==> config.mk <==
export PLATFORM = sky130hd
export DESIGN_NAME = trap_eval
export DESIGN_NICKNAME = d
export VERILOG_FILES = /design/src/rtl/trap_pkg.sv /design/src/rtl/trap_operand_sel.sv /design/src/rtl/trap_rel_cmp.sv /design/src/rtl/trap_out_stage.sv /design/src/rtl/trap_eval.sv
export SDC_FILE = /design/constraint.sdc
export NUM_CORES = 1
export LEC_CHECK = 0
export BUFFER_PORTS_ARGS = -buffer_cell sky130_fd_sc_hd__clkbuf_2
export CORE_ASPECT_RATIO = 0.8
export CORE_MARGIN = 3
export CORE_UTILIZATION = 40
export DETAILED_ROUTE_END_ITERATION = 12
export PLACE_DENSITY_LB_ADDON = 0.2
export RECOVER_POWER = 50
export SLEW_MARGIN = 20
export SYNTH_ARGS = -nofsm -noshare
export SYNTH_HDL_FRONTEND = slang
export SYNTH_SLANG_ARGS = --single-unit
==> constraint.sdc <==
create_clock -name clk -period 4.15 [get_ports clk]
set_clock_uncertainty 0.05 [all_clocks]
set_input_delay 0.415 -clock clk [delete_from_list [all_inputs] [get_ports clk]]
set_output_delay 0.415 -clock clk [all_outputs]
set_load 0.02 [all_outputs]
==> src/rtl/trap_pkg.sv <==
`timescale 1ns/1ps
// Shared definitions for the trap evaluator: the relation flag layout and the
// program-exception cause codes. The relation struct is packed so that its bit
// order matches the condition mask one for one (bit 4 = signed less).
package trap_pkg;

    localparam int TO_W    = 5;
    localparam int CAUSE_W = 3;

    // One flag per relation, in mask bit order (MSB first).
    typedef struct packed {
        logic s_less;
        logic s_more;
        logic same;
        logic u_less;
        logic u_more;
    } rel_flags_t;

    // Program-exception cause codes; the trap cause is distinct from the rest.
    typedef enum logic [CAUSE_W-1:0] {
        CAUSE_NONE    = 3'd0,
        CAUSE_FLOAT   = 3'd1,
        CAUSE_ILLEGAL = 3'd2,
        CAUSE_PRIV    = 3'd3,
        CAUSE_TRAP    = 3'd4
    } cause_e;

endpackage

==> src/rtl/trap_operand_sel.sv <==
`timescale 1ns/1ps
// Chooses the second comparison operand: either the register value or the
// immediate sign-extended to the full data width.
// Assumes IMM_W < DATA_W.
module trap_operand_sel #(
    parameter int DATA_W = 32,
    parameter int IMM_W  = 16
) (
    input  logic              use_imm,
    input  logic [DATA_W-1:0] reg_val,
    input  logic [IMM_W-1:0]  imm_val,
    output logic [DATA_W-1:0] operand
);
    localparam int EXT_W = DATA_W - IMM_W;

    logic [DATA_W-1:0] imm_ext;

    // Replicate the immediate's top bit into the upper bits.
    always_comb begin
        imm_ext = {{EXT_W{imm_val[IMM_W-1]}}, imm_val};
    end

    // Pick the operand source.
    always_comb begin
        operand = use_imm ? imm_ext : reg_val;
    end
endmodule

==> src/rtl/trap_rel_cmp.sv <==
`timescale 1ns/1ps
// Evaluates all five relations between two operands at once: signed less and
// greater, equality, and unsigned less and greater.
// Assumes nothing about the operands; purely combinational.
module trap_rel_cmp
    import trap_pkg::*;
#(
    parameter int DATA_W = 32
) (
    input  logic [DATA_W-1:0] lhs,
    input  logic [DATA_W-1:0] rhs,
    output rel_flags_t        flags
);
    localparam int MSB = DATA_W - 1;

    // Signed ordering.
    always_comb begin
        flags.s_less = $signed(lhs) < $signed(rhs);
        flags.s_more = $signed(lhs) > $signed(rhs);
    end

    // Equality.
    always_comb begin
        flags.same = (lhs == rhs);
    end

    // Unsigned ordering.
    always_comb begin
        flags.u_less = lhs < rhs;
        flags.u_more = lhs > rhs;
    end

    // Cross-checks between the independently built comparators.
    always_comb begin : cmp_checks
        p_signed_trichotomy_r2: assert ($countones({flags.s_less, flags.same, flags.s_more}) == 1);
        p_unsigned_trichotomy_r4: assert ($countones({flags.u_less, flags.same, flags.u_more}) == 1);
        if (lhs[MSB] == rhs[MSB]) begin
            p_sign_agree_r1: assert (flags.s_less == flags.u_less && flags.s_more == flags.u_more);
        end else begin
            p_sign_flip_r5: assert (flags.s_less == flags.u_more);
        end
    end
endmodule

==> src/rtl/trap_out_stage.sv <==
`timescale 1ns/1ps
// Output stage for the trap request. With REGISTERED set, each firing cycle
// produces a one-cycle pulse on the next cycle with the trap cause code; the
// register clears on a synchronous active-low reset. With REGISTERED clear,
// the pulse and cause follow the decision combinationally.
module trap_out_stage
    import trap_pkg::*;
#(
    parameter bit REGISTERED = 1'b1
) (
    input  logic               clk,
    input  logic               rst_n,
    input  logic               fire,
    output logic               pulse,
    output logic [CAUSE_W-1:0] cause
);
    generate
        if (REGISTERED) begin : g_reg
            logic               pulse_q;
            logic [CAUSE_W-1:0] cause_q;

            // Capture the decision and its cause for one cycle.
            always_ff @(posedge clk) begin
                if (!rst_n) begin
                    pulse_q <= 1'b0;
                    cause_q <= CAUSE_NONE;
                end else begin
                    pulse_q <= fire;
                    cause_q <= fire ? CAUSE_TRAP : CAUSE_NONE;
                end
            end

            assign pulse = pulse_q;
            assign cause = cause_q;
        end else begin : g_comb
            logic unused_ok;

            // Keep the clock and reset pins consumed in this variant.
            assign unused_ok = clk ^ rst_n;
            assign pulse     = fire;
            assign cause     = fire ? CAUSE_TRAP : CAUSE_NONE;
        end
    endgenerate
endmodule

==> src/rtl/trap_eval.sv <==
`timescale 1ns/1ps
// Trap condition evaluator. Compares the first operand with either a register
// or a sign-extended immediate under a five-bit mask and requests a trap when
// any enabled relation holds. The request is presented combinationally and,
// through trap_out_stage, as an optional registered pulse with a cause code.
// Assumes the caller gates valid_i to one cycle per evaluated instruction.
module trap_eval
    import trap_pkg::*;
#(
    parameter int DATA_W     = 32,
    parameter int IMM_W      = 16,
    parameter bit REGISTERED = 1'b1
) (
    input  logic               clk,
    input  logic               rst_n,
    input  logic               valid_i,
    input  logic [TO_W-1:0]    to_mask_i,
    input  logic [DATA_W-1:0]  opa_i,
    input  logic [DATA_W-1:0]  opb_i,
    input  logic [IMM_W-1:0]   imm_i,
    input  logic               use_imm_i,
    output logic               trap_o,
    output logic               trap_pulse_o,
    output logic [CAUSE_W-1:0] trap_cause_o
);
    logic [DATA_W-1:0] rhs;
    rel_flags_t        rel;
    logic [TO_W-1:0]   hits;
    logic              fire;

    trap_operand_sel #(.DATA_W(DATA_W), .IMM_W(IMM_W)) u_sel (
        .use_imm (use_imm_i),
        .reg_val (opb_i),
        .imm_val (imm_i),
        .operand (rhs)
    );

    trap_rel_cmp #(.DATA_W(DATA_W)) u_cmp (
        .lhs   (opa_i),
        .rhs   (rhs),
        .flags (rel)
    );

    // Combine enabled relations into one qualified decision.
    always_comb begin
        hits = to_mask_i & rel;
        fire = valid_i & (|hits);
    end

    assign trap_o = fire;

    trap_out_stage #(.REGISTERED(REGISTERED)) u_out (
        .clk   (clk),
        .rst_n (rst_n),
        .fire  (fire),
        .pulse (trap_pulse_o),
        .cause (trap_cause_o)
    );

    // Mask corner cases: the empty mask is silent, the full mask always fires.
    always_comb begin : mask_checks
        if (to_mask_i == '0) begin
            p_empty_mask_quiet_r6: assert (!trap_o);
        end
        if (valid_i && (&to_mask_i)) begin
            p_full_mask_fires_r6: assert (trap_o);
        end
    end

    generate
        if (REGISTERED) begin : g_reg_checks
            p_pulse_needs_valid_r9: assert property (@(posedge clk) disable iff (!rst_n)
                trap_pulse_o |-> $past(valid_i));
            p_idle_no_pulse_r8: assert property (@(posedge clk) disable iff (!rst_n)
                !$past(valid_i) |-> !trap_pulse_o);
            p_cause_pairs_pulse_r9: assert property (@(posedge clk) disable iff (!rst_n)
                trap_pulse_o == (trap_cause_o == CAUSE_TRAP));
            p_reset_clears_r10: assert property (@(posedge clk)
                !$past(rst_n) |-> (!trap_pulse_o && trap_cause_o == CAUSE_NONE));
        end
    endgenerate
endmodule

# == Word level (Yosys, flattened, before mapping) ==
# Cells that the tools add are included.
# word_totals
input_bits,89
wordCells,12
regBits,4
output_inout_bits,5
# op_classes
eq_ne,1
order_cmp,4
n_reduce_logical,1
bitwise,2
n_mux,2
# ops
op,count
$gt 32x32->1,2
$lt 32x32->1,2
$eq 32x32->1,1
$mux 32,1
$and 5x5->5,1
$reduce_or 5->1,1
$mux 3,1
$and 1x1->1,1

# == Depth between registers and ports, before layout ==
# depth
word_depth,6
mapped_depth,13
ltp_nobuf,10

# == Hierarchy ==
# Synthesis repeated with hierarchy kept, for this count alone.
# hier_totals
cells_unflattened,165
hier_area_um2,1486.4
# by_module_without_submodules
mod,area_per_inst_um2,cells_per_inst,n_inst,seq_area_each_um2
trap_rel_cmp,859.6,119,1,0.0
trap_operand_sel,549.3,37,1,0.0
trap_out_stage,52.6,6,1,20.0
trap_eval,25.0,3,1,0.0

# == Least setup slack after synthesis ==
# OpenSTA, ideal clock, no wires.
# synth_timing
path_type,input -> output
start,in use_imm_i
end,out trap_o
setup_slack_ns,0.877
path_stages,13
required_ns,3.685
t_arrival_ns,2.808
path_buffers,3
path_cell_list,buf_2 -> and2_1 -> clkbuf_1 -> clkbuf_1 -> a21oi_1 -> ha_1 -> and4_1 -> nand3_2 -> nor3_4 -> nand3b_1 -> a22oi_2 -> a311oi_2 -> o21ai_1
# synth_via
elab_chain_len,5
elab_cells_between_ends,9
classes_between,order compare (4); eq/ne (1); mux (1); bitwise (2); reduce/logical (1)
# synth_lines
element,line,text
from (decl),trap_eval.sv:21,"input logic use_imm_i,"
$mux 32 *,trap_operand_sel.sv:25,operand = use_imm ? imm_ext : reg_val;
"$gt 32x32->1, or another cell as far along",trap_rel_cmp.sv:30,flags.u_more = lhs > rhs;
$and 5x5->5 *,trap_eval.sv:46,hits = to_mask_i & rel;
$reduce_or 5->1 *,trap_eval.sv:47,fire = valid_i & (|hits);
$and 1x1->1 *,trap_eval.sv:47,
to (decl),trap_eval.sv:22,"output logic trap_o,"
# Every way passes the cells marked *; elsewhere a longest branch is shown, timed or not.

# == Worst setup path in the final report ==
# Ends and elaborated chain as after synthesis.

==> impl_metrics.py <==
metrics = {
    "routing": {
        "dr_total_vias": 1365,
        "routed_wire_length_per_instance_um": 11.66,
        "drt_pre_antenna_iters": 4,
        "routed_wirelength_um": 3066,
        "drt_iter0_markers": 53,
        "detail-route-antenna-nets": 0,
        "drt_drc_violations_left": 0,
        "via_per_inst": 5.190,
    },
    "layout": {
        "layout-area-overhead-vs-synth_pct": 40.61,
        "largest_reg_flops": 1,
        "finalNetCount": 350,
        "num-fill-cells": 264,
        "insertedDiodeCount": 0,
        "post_route_cells_drive_above_1_share": 0.4449,
        "regArea_um2": 20.02,
        "final_area_um2": 1612,
        "area_occupied_by_multi_input_gates_um2": 1060,
    },
    "place": {
        "placement.setup.worst_slack_ps": 909.9,
        "dpl-instance-area_um2": 1614,
        "port_buffers": 91,
        "hpwl_um": 2858,
        "globalplace.congestion": 0.7483,
    },
    "yosys": {
        "syn_area_um2": 1146,
        "synth_edf_count": 0,
        "synth_flop_cell": "dfxtp_1",
        "gate_count_post_synth": 142,
        "synth_area_per_cell_um2": 8.071,
        "synth.distinct_cells": 40,
        "post_synthesis_sequential_area_ratio": 0.01747,
        "ys_warn_count": 0,
        "synth_seq_cells": 1,
        "synth-async-reset-ratio": 0,
    },
    "sta": {
        "hold_viol_final": 0,
        "final_min_period_over_clock_period": 0.7794,
        "totalNegativeSetupSlack_ps": 0,
        "fin_ws_ps": 915.4,
        "report.final.setup_viol": 0,
        "hold-worst-slack_ps": 658.0,
        "grt_setup_unrepaired": "false",
        "worst_slew_margin_rel": 0.6260,
        "highest_clock_rate_ghz": 0.3092,
        "worst_pin_slew_ps": 561.0,
        "final_period_minus_worst_setup_slack_ps": 3235,
        "final_max_slew_viol_count": 0,
    },
    "cts": {
        "cts.hold.buffers_added": 0,
        "clk_transition_reported_paths_ps": 0,
        "postCtsSetupBuffers": 0,
        "cts-resized-gates": 0,
    },
    "global_routing": {
        "gr-usage-met1": 0.2218,
        "globalRouteMet2Util": 0.3012,
        "via_count_of_the_first_global_routing_pass": 1230,
        "grt_most_used_layer": "met2",
        "grt_pass1_wl_um": 4795,
        "grt_start_max_net_pins": 18,
        "gr-usage-all-layers": 0.1631,
        "grt_remaining_overflow": 0,
        "grt.met3_usage": 0.01044,
        "antenna_found_initial": 0,
    },
    "floorplanning": {
        "initial_core_util": 0.4438,
        "design.core.area_um2": 2582,
        "die_h_um": 53.88,
        "fp.dieW_um": 65.85,
        "floorplan.io_pins": 94,
        "placementRows": 16,
        "die_area_um2": 3547,
    },
    "pwr": {
        "p_int_uw": 96.49,
        "fin_total_pwr_uw": 182.4,
        "combinational_cell_fraction_of_total_power": 0.937,
        "clkPwrFrac": 0,
        "power.share.sequential": 0.063,
        "switching_share": 0.4711,
        "power_density_nw_per_um2": 113.2,
        "leakage_power_uw": 0.0009190,
        "worst_ir_drop_vdd_mv": 0.04704,
        "switching_power_uw": 85.94,
    },
    "worst_setup_path": {
        "timing_worst_setup_path_type": "in2out",
        "critical_path.startpoint": "use_imm_i",
        "worst_ep_arrival_time_ps": 2770,
        "timing.critical_path.to_type": "output port",
        "crit_path_max_fo": 17,
        "critical_path.startpoint_type": "input port",
        "crit_required_ps": 3680,
    },
    "run_status": {
        "run_status": "finished clean",
    },
    "min_path": {
        "worst_hold_path_type": "in2reg",
        "hold_path_startpoint": "rst_n",
    },
    "job": {
        "max-cap-violations": 0,
    },
}
## path summary, 6_finish.rpt
kind / to / cells past startpoint
setup / recovery: trap_o / 12
hold / removal: u_out.cause[2] / 3
## synthesized netlist by cell type, types with 2 or more instances
cell      count  area [µm²]
a21oi_1      31       155.2
and2_1        2       12.51
and4_1        2       17.52
buf_2         2       10.01
buf_4         3       22.52
clkbuf_1      2       7.510
ha_1         32       400.4
inv_1         6       22.52
mux2i_1      14       140.1
nand2_1       8       30.03
nand3_1       3       15.01
nand4_1       4       25.02
o21ai_0       3       15.01
o21ai_1       3       15.01
o31ai_2       2       25.02
## cell usage in the layout (no fill, tap or decap), drive strengths merged
master and n:
clkbuf 91, nand3b 1, nand2 8, a22oi 1, nor2b 1, and3 2
a311oi 1, nand2b 1, a21boi 2, o31a 1, nand3 4, and2 2
o21ai 6, conb 2, and4 2, o211ai 1, a221o 1, nor3 1
dfxtp 1, nand4 4, o2bb2ai 1, o31ai 2, buf 1, a41oi 1
ha 32, nor4 1, a21oi 31, inv 6, o21bai 1, o2111a 1
a211oi 1, mux2i 14, mux2 1, clkinv 1
## worst max-delay path, cell delays in order
cell and delay, ps:
clkbuf_2 100, clkinv_1 370, a21oi_1 260, ha_1 270
a21oi_1 160, o21ai_1 90, a211oi_1 240, o31a_2 230
a21oi_1 60, a311oi_2 300, o21ai_1 100, clkbuf_2 160
## through the flow
step                        util  cells
after floorplan                -    143
after global placement    0.6250    263
after detailed placement  0.6250    263
after CTS                 0.6250    263
after global routing      0.6240    263
final                     0.6240    263
## kinds of logic after synthesis
| group | Yosys count | share of synthesized area |
|---|---|---|
| AOI/OAI and AO/OA | 51 | 0.2860 |
| adders and majority gates | 32 | 0.3493 |
| and+or+nand+nor | 27 | 0.1507 |
| buffers and inverters | 15 | 0.06113 |
| muxes | 15 | 0.1321 |
| DFF | 1 | 0.01747 |
| other | 1 | 0.003272 |
## power by group through the flow
stage / Combinational, µW / Sequential (µW) / Clock [µW]
3_3_place_gp: 170 / 11.5 / 0
3_5_place_dp: 172 / 11.5 / 0
6_report: 171 / 11.5 / 0
2_1_floorplan: 108 / 13.1 / 0
5_1_grt: 196 / 11.5 / 0
4_1_cts: 173 / 11.5 / 0
## cell type report
class,instances,area share
inverter,7,0.01630
multi-input combinational,127,0.6576
sequential,1,0.01242
tap,36,0.02795
timing repair buffer,92,0.2857
## metal layers
metal | wire [µm] | vias to the layer above
met5 | 0 | -
met4 | 0 | 0
met3 | 225 | 0
met2 | 1433 | 44
met1 | 1407 | 602
li1 | - | 719
(Power assumes the default switching activity.)
